--- config.mk ---
export PLATFORM = sky130hd
export DESIGN_NAME = lcbc_ctx_eval
export DESIGN_NICKNAME = d
export VERILOG_FILES = /design/src/rtl/lcbc_pkg.sv /design/src/rtl/lcbc_ctx_eval.sv
export SDC_FILE = /design/constraint.sdc
export NUM_CORES = 1
export LEC_CHECK = 0
export BUFFER_PORTS_ARGS = -buffer_cell sky130_fd_sc_hd__buf_2
export CAP_MARGIN = 30
export CORE_MARGIN = 5
export CORE_UTILIZATION = 19
export DETAILED_ROUTE_END_ITERATION = 6
export GPL_TIMING_DRIVEN = 0
export PLACE_DENSITY = 0.91
export SYNTH_ARGS = -nofsm -noshare
export SYNTH_HDL_FRONTEND = slang
export SYNTH_SLANG_ARGS = --single-unit
--- constraint.sdc ---
create_clock -name vclk -period 1.88
set_clock_uncertainty 0.05 [all_clocks]
set_input_delay 0.094 -clock vclk [all_inputs]
set_output_delay 0.094 -clock vclk [all_outputs]
set_load 0.01 [all_outputs]
--- src/rtl/lcbc_pkg.sv ---
`timescale 1ns/1ps
package lcbc_pkg;
  localparam int ID_W      = 32;
  localparam int CNT_W     = 4;
  localparam int BRP_LSB   = 24;
  localparam int CTXC_LSB  = 20;
  localparam int EL_W      = 2;
  localparam int CID_W     = 32;
  localparam int EN_BIT    = 0;
  localparam int TYPE_LSB  = 20;
  localparam int TYPE_W    = 4;
  localparam int EL_MAXCTX = 1;

  typedef enum logic [TYPE_W-1:0] {
    BT_CTX_LINKED  = 4'd3,
    BT_ADDR_MISM   = 4'd5,
    BT_VMID_LINKED = 4'd9,
    BT_CTXVMID_LNK = 4'd11
  } bp_type_e;
endpackage

--- src/rtl/lcbc_ctx_eval.sv ---
`timescale 1ns/1ps
module lcbc_ctx_eval
  import lcbc_pkg::*;
#(
  parameter int CTL_W = 32,
  parameter int VAL_W = 64
) (
  input  logic [CTL_W-1:0] ctl,
  input  logic [VAL_W-1:0] val,
  input  logic [EL_W-1:0]  el,
  input  logic [CID_W-1:0] cid,
  output logic             pass
);
  logic             en;
  logic [TYPE_W-1:0] bt;
  logic             el_ok;
  logic             id_eq;

  always_comb begin
    en    = ctl[EN_BIT];
    bt    = ctl[TYPE_LSB +: TYPE_W];
    el_ok = int'(el) <= EL_MAXCTX;
    id_eq = (val[CID_W-1:0] == cid);
    pass  = 1'b0;
    if (en) begin
      case (bt)
        BT_CTX_LINKED: pass = el_ok && id_eq;
        default:       pass = 1'b0;
      endcase
    end
  end
endmodule

==> results of run 1 <==
==> metal layers <==
layer / GRT usage, % / wire length, um / up-vias / share of wire [%]
met1: 7.05 / 485 / 235 / 36
met3: 2.18 / 252 / 0 / 19
met2: 15.4 / 620 / 50 / 46
li1: - / - / 301 / -
met5: 0 / 0 / - / 0
met4: 0 / 0 / 0 / 0
==> synth_stat cells <==
master | number | area [um2]
xor2_1 | 32 | 280
nor4_1 | 8 | 50.1
nand4_1 | 2 | 12.5
nand3_1 | 1 | 5.00
nor3_2 | 1 | 10.0
nor4b_4 | 1 | 23.8
==> per-stage QoR <==
stage	cell area (um2)	setup WS [ns]	instances	utilization [%]
6_report	771	0.629	143	39.7
5_1_grt	771	0.507	143	39.7
4_1_cts	771	0.578	143	39.7
3_5_place_dp	771	0.583	143	39.7
3_3_place_gp	771	0.590	143	39.7
2_1_floorplan	382	0.873	45	-
==> area by class of cell <==
class,count,area [um2],area share [%]
multi-input cells,45,382,49.5
repair buffers,71,355,46.1
well taps,27,33.8,4.38
==> how the worst min path moves through the flow <==
stage	startpoint	to	slack, ns
floorplan	ctl[21]	pass	0.25
global placement	ctl[21]	pass	0.48
detailed placement	ctl[21]	pass	0.48
CTS	ctl[21]	pass	0.48
global route	ctl[21]	pass	0.49
finish	ctl[21]	pass	0.47
==> power groups by stage <==
stage	Clock (mW)	Sequential, mW	Combinational, mW
2_1_floorplan	0	0	0.0502
3_3_place_gp	0	0	0.136
3_5_place_dp	0	0	0.139
4_1_cts	0	0	0.140
5_1_grt	0	0	0.152
6_report	0	0	0.137
==> kinds of logic (layout without fill, tap and decap cells) <==
family                    after synthesis  after routing  synth area share [%]
buffers and inverters                   0             71                     0
and+or+nand+nor                        13             13                  26.6
xor gates and xnor gates               32             32                  73.4
==> worst max-delay path: stages <==
cell,delay (ns)
buf_2,0.10
xor2_1,0.15
nor4_1,0.32
nand4_1,0.17
nor3_2,0.12
buf_2,0.15
==> results_dict.tcl, run 1 <==
set metrics [dict create \
    syn-mean-instance-area_um2 8.48 \
    max_slew_margin_pct 80.4 \
    ys_warn_count 0 \
    n_sequential_cell 0 \
    hold_path_depth 4 \
    overflow 0 \
    endpoint "pass" \
    wl_um 1360 \
    outcome "finished clean" \
    fp-row-count 16 \
    hold_viol_final 0 \
    first_iter_violations 2 \
    grt_max_degree 2 \
    tightest_slew_ns 0.292 \
    required_ns 1.74 \
    crit_start "cid[26]" \
    drc_errors 0 \
    wl_per_cell_um 9.50 \
    final_max_slew_viol_count 0 \
    timing.hold.ws_ns 0.474 \
    hpwl_um 1360 \
    clock.fmax_ghz 0.799 \
    gp_congestion 0.669 \
    grt_antenna_before_repair 0 \
    period_minus_slack_ns 1.25 \
    io_buffer_count 71 \
    area_growth_pct 102 \
    viasPerCell 4.10 \
    setup_tns_ns 0 \
    synth_cells 45 \
    ys_types 6 \
    power.switching_uw 53.0 \
    holdBufCountCts 0 \
    grt_setup_unrepaired "false" \
    netlist_area_um2 382 \
    clkPwrFrac_pct 0 \
    total_power_uw 137 \
    end_kind "output pin" \
    setup_viol 0 \
    seq_area_um2 0 \
    route.vias.total 586 \
    drtAntennaViolNets 0 \
    power.leakage_nw 0.430 \
    ir_worst_vdd_mv 0.0727 \
    final_common_cell "buf_2" \
    final_cell_mix "buf_2, xor2_1, nor4_1" \
    yosysSeqAreaShare_pct 0 \
    ctsResizeCount 0 \
    fin_crit_sh_pct 66.5 \
    criticalPathCategory "input pin to output pin" \
    layout-drive-gt1-share_pct 62.9 \
    start_kind "input pin" \
    nClkBuffers 0 \
    num_antenna_cells 0 \
    final.fill_count 212 \
    grt_pass1_wl_um 1700 \
    synthesis.nets 175 \
    p_comb_share_pct 100.0 \
    grt_pass1_vias 530 \
    p_int_uw 84.1 \
    drv_cap 0 \
    min_path_type "input pin to output pin" \
    die-area_mm2 0.00300 \
    post-cts-setup-buffer-count 0 \
    firstDrtPassIters 2 \
    die_h_um 54.8 \
    power.density_mw_per_mm2 178 \
    swShare_pct 38.7 \
    critPathArrivalTime_ns 1.11 \
    pin_count 131 \
    coreArea_mm2 0.00194 \
    cp_max_fo 1 \
    start_util_pct 19.7 \
    die_w_um 54.8 \
    grt.total_usage_pct 7.27 \
    layout.nets 248 \
    seq_power_share_pct 0 \
]
Power figures use the tool's default switching activity.
==> run 2, diff against run 1 <==
CORE_UTILIZATION = 18   (was 19)
PLACE_DENSITY = 0.87   (was 0.91)
clock period = 1.3 ns   (was 1.88 ns; I/O delays follow)
==> results_dict.tcl, run 2 (synthesis gave the netlist of run 1 again) <==
set metrics [dict create \
    stdcell_count 143 \
    drv_cap 0 \
    period_minus_slack_ns 1.17 \
    hpwl_um 1350 \
    overflow 0 \
    final.fill_count 224 \
    ir_worst_vdd_mv 0.119 \
    fin_crit_sh_pct 90.2 \
    n_sequential_cell 0 \
    layout-drive-gt1-share_pct 64.7 \
    seq_area_um2 0 \
    clock.fmax_ghz 0.853 \
    grt_pass1_vias 509 \
    pin_count 131 \
    end_kind "output pin" \
    layout.nets 248 \
    ctsResizeCount 0 \
    io_buffer_count 71 \
    start_kind "input pin" \
    tightest_slew_ns 0.275 \
    firstDrtPassIters 3 \
    final_max_slew_viol_count 0 \
    power.density_mw_per_mm2 260 \
    hold_viol_final 0 \
    final_cell_mix "buf_2, xor2_1, nor4_1" \
    fin_ws_ns 0.128 \
    grt_setup_unrepaired "false" \
    utilization_pct 39.5 \
    die-area_mm2 0.00314 \
    die_w_um 56.0 \
    fin_area_um2 783 \
    drc_errors 0 \
    setup_tns_ns 0 \
    num_antenna_cells 0 \
    grt_antenna_before_repair 0 \
    met3_usage_pct 4.18 \
    route.vias.total 596 \
    start_util_pct 19.3 \
    max_slew_margin_pct 81.5 \
    grt_pass1_wl_um 2040 \
    viasPerCell 4.17 \
    wl_um 1380 \
    first_iter_violations 17 \
    die_h_um 56.0 \
    grt_use_met2_pct 13.2 \
    final_common_cell "buf_2" \
    coreArea_mm2 0.00198 \
    nClkBuffers 0 \
    drtAntennaViolNets 0 \
    criticalPathCategory "input pin to output pin" \
    grt_max_degree 2 \
    pre_cts_ws_ns 0.0757 \
    dpl_cell_area_um2 771 \
    wl_per_cell_um 9.65 \
    setup_viol 0 \
    cp_max_fo 1 \
    multi_input_area_um2 394 \
    critPathArrivalTime_ns 1.06 \
    min_path_type "input pin to output pin" \
    holdBufCountCts 0 \
    power.leakage_nw 0.431 \
    outcome "finished clean" \
    required_ns 1.19 \
    area_growth_pct 105 \
    post-cts-setup-buffer-count 0 \
    dp.cells 143 \
    fp-row-count 16 \
    grt_busiest_layer "met2" \
    global_route.usage.met1_pct 8.16 \
    grt.total_usage_pct 7.42 \
    gp_congestion 0.763 \
]
-- run 2: cell count changes in the layout (fill, tap and decap cells not counted) --
cell,previous run,this run
nor4_2,0,2
nor4_1,8,6
-- run 2: layout make-up --
| type | count | area share (%) |
|---|---|---|
| Multi-Input combinational cell | 45 | 50.3 |
| Timing Repair Buffer | 71 | 45.4 |
| Tap cell | 27 | 4.31 |
-- run 2: critical path: stages --
cell	delay (ns)
buf_2	0.10
xor2_1	0.15
nor4_1	0.31
nand4_1	0.17
nor3_2	0.12
buf_2	0.14
-- run 2: per-stage QoR --
step                total power [mW]  hold WS [ns]
finish                         0.204         0.416
global route                   0.226         0.432
CTS                            0.202         0.423
detailed placement             0.201         0.422
global placement               0.196         0.419
floorplan                     0.0726         0.196
-- run 2: worst paths after layout --
check / from / endpoint / slack [ns] / depth (start not counted)
setup / recovery: cid[26] / pass / 0.13 / 6
hold / removal: ctl[21] / pass / 0.42 / 4
-- run 2: power breakdown --
part,internal [mW],switching [mW]
registers,0,0
clock network,0,0
logic,0.123,0.0809
total,0.123,0.0809
-- run 2: routing by layer --
metal / share of wire (%) / vias up
li1: - / 301
met1: 36 / 243
met2: 44 / 52
met3: 21 / 0
met4: 0 / 0
met5: 0 / -
==> run 3, diff against run 2 <==
CORE_MARGIN = 3   (was 5)
==> results_dict.tcl, run 3 (synthesis gave the netlist of run 1 again) <==
set metrics [dict create \
    power.leakage_nw 0.430 \
    coreArea_mm2 0.00198 \
    swShare_pct 39.9 \
    cp_max_fo 1 \
    total_power_uw 204 \
    num_antenna_cells 0 \
    ir_worst_vdd_mv 0.113 \
    final_max_slew_viol_count 0 \
    criticalPathCategory "input pin to output pin" \
    seq_power_share_pct 0 \
    gp_congestion 0.684 \
    setup_viol 0 \
    drv_cap 0 \
    firstDrtPassIters 2 \
    drc_errors 0 \
    end_kind "output pin" \
    min_path_type "input pin to output pin" \
    start_util_pct 19.3 \
    period_minus_slack_ns 1.19 \
    area_growth_pct 104 \
    viasPerCell 4.06 \
    critPathArrivalTime_ns 1.07 \
    max_slew_margin_pct 81.6 \
    fin_crit_sh_pct 91.4 \
    seq_area_um2 0 \
    hpwl_um 1290 \
    grt_max_degree 2 \
    timing.hold.ws_ns 0.418 \
    hold_viol_final 0 \
    post-cts-setup-buffer-count 0 \
    grt_antenna_before_repair 0 \
    die_h_um 52.0 \
    outcome "finished clean" \
    wl_per_cell_um 9.38 \
    power.density_mw_per_mm2 262 \
    grt_setup_unrepaired "false" \
    setup_tns_ns 0 \
    n_sequential_cell 0 \
    die_w_um 52.0 \
    layout-drive-gt1-share_pct 63.8 \
    nClkBuffers 0 \
    tightest_slew_ns 0.274 \
    required_ns 1.19 \
    dpl_cell_area_um2 771 \
    clock.fmax_ghz 0.842 \
    die-area_mm2 0.00271 \
    overflow 0 \
    clkPwrFrac_pct 0 \
    stdcell_count 143 \
    power.switching_uw 81.2 \
    grt_pass1_vias 539 \
    hold_path_depth 4 \
    start_kind "input pin" \
    drtAntennaViolNets 0 \
    dp.cells 143 \
    p_comb_share_pct 100.0 \
    p_int_uw 122 \
    grt.total_usage_pct 8.19 \
    pin_count 131 \
    final.fill_count 211 \
    wl_um 1340 \
    first_iter_violations 2 \
    layout.nets 248 \
    final_common_cell "buf_2" \
    io_buffer_count 71 \
    fin_area_um2 777 \
    final_cell_mix "buf_2, xor2_1, nor4_1" \
    route.vias.total 581 \
    grt_pass1_wl_um 1790 \
    fp-row-count 16 \
]
==> run 3: cell types whose count changed in the layout (fill, tap and decap cells not counted) <==
| cell | delta |
|---|---|
| nor4_1 | +1 |
| nor4_2 | -1 |
==> run 3: final timing paths <==
check	to	slack, ns	startpoint
max	pass	0.11	cid[30]
min	pass	0.42	ctl[21]
==> run 3: through the flow <==
| step | setup WS, ns | util, % |
|---|---|---|
| floorplan | 0.351 | - |
| global route | 0.0235 | 39.2 |
| CTS | 0.0753 | 38.9 |
| detailed placement | 0.0786 | 38.9 |
| global placement | 0.0779 | 38.9 |
| finish | 0.112 | 39.2 |
==> run 3: area by class of cell <==
class                      instances  area [um2]  area share, %
tap                               27        33.8           4.35
multi-input combinational         45         388           49.9
timing repair buffer              71         355           45.7
==> run 3: worst max-delay path: stages <==
cell and delay, ns:
buf_2 0.10, xor2_1 0.15, nor4_1 0.31, nand4_1 0.18, nor3_2 0.12, buf_2 0.15
==> run 3: timing repair <==
item / CTS / global route
hold buffers: 0 / 0
hold endpoints to repair: 0 / 0
endpoints found under the setup margin: 0 / 1
resized for setup: 0 / 1
==> run 3: power groups by stage <==
stage | combinational, mW | sequential, mW | clock [mW]
floorplan | 0.0726 | 0 | 0
global placement | 0.196 | 0 | 0
detailed placement | 0.203 | 0 | 0
CTS | 0.204 | 0 | 0
global route | 0.223 | 0 | 0
finish | 0.204 | 0 | 0
==> run 3: layer usage <==
metal | track usage (%) | wire length, um | vias to the layer above
met2 | 17.2 | 683 | 51
met5 | 0 | 0 | -
li1 | - | - | 301
met4 | 0 | 0 | 0
met1 | 8.67 | 450 | 229
met3 | 1.43 | 209 | 0
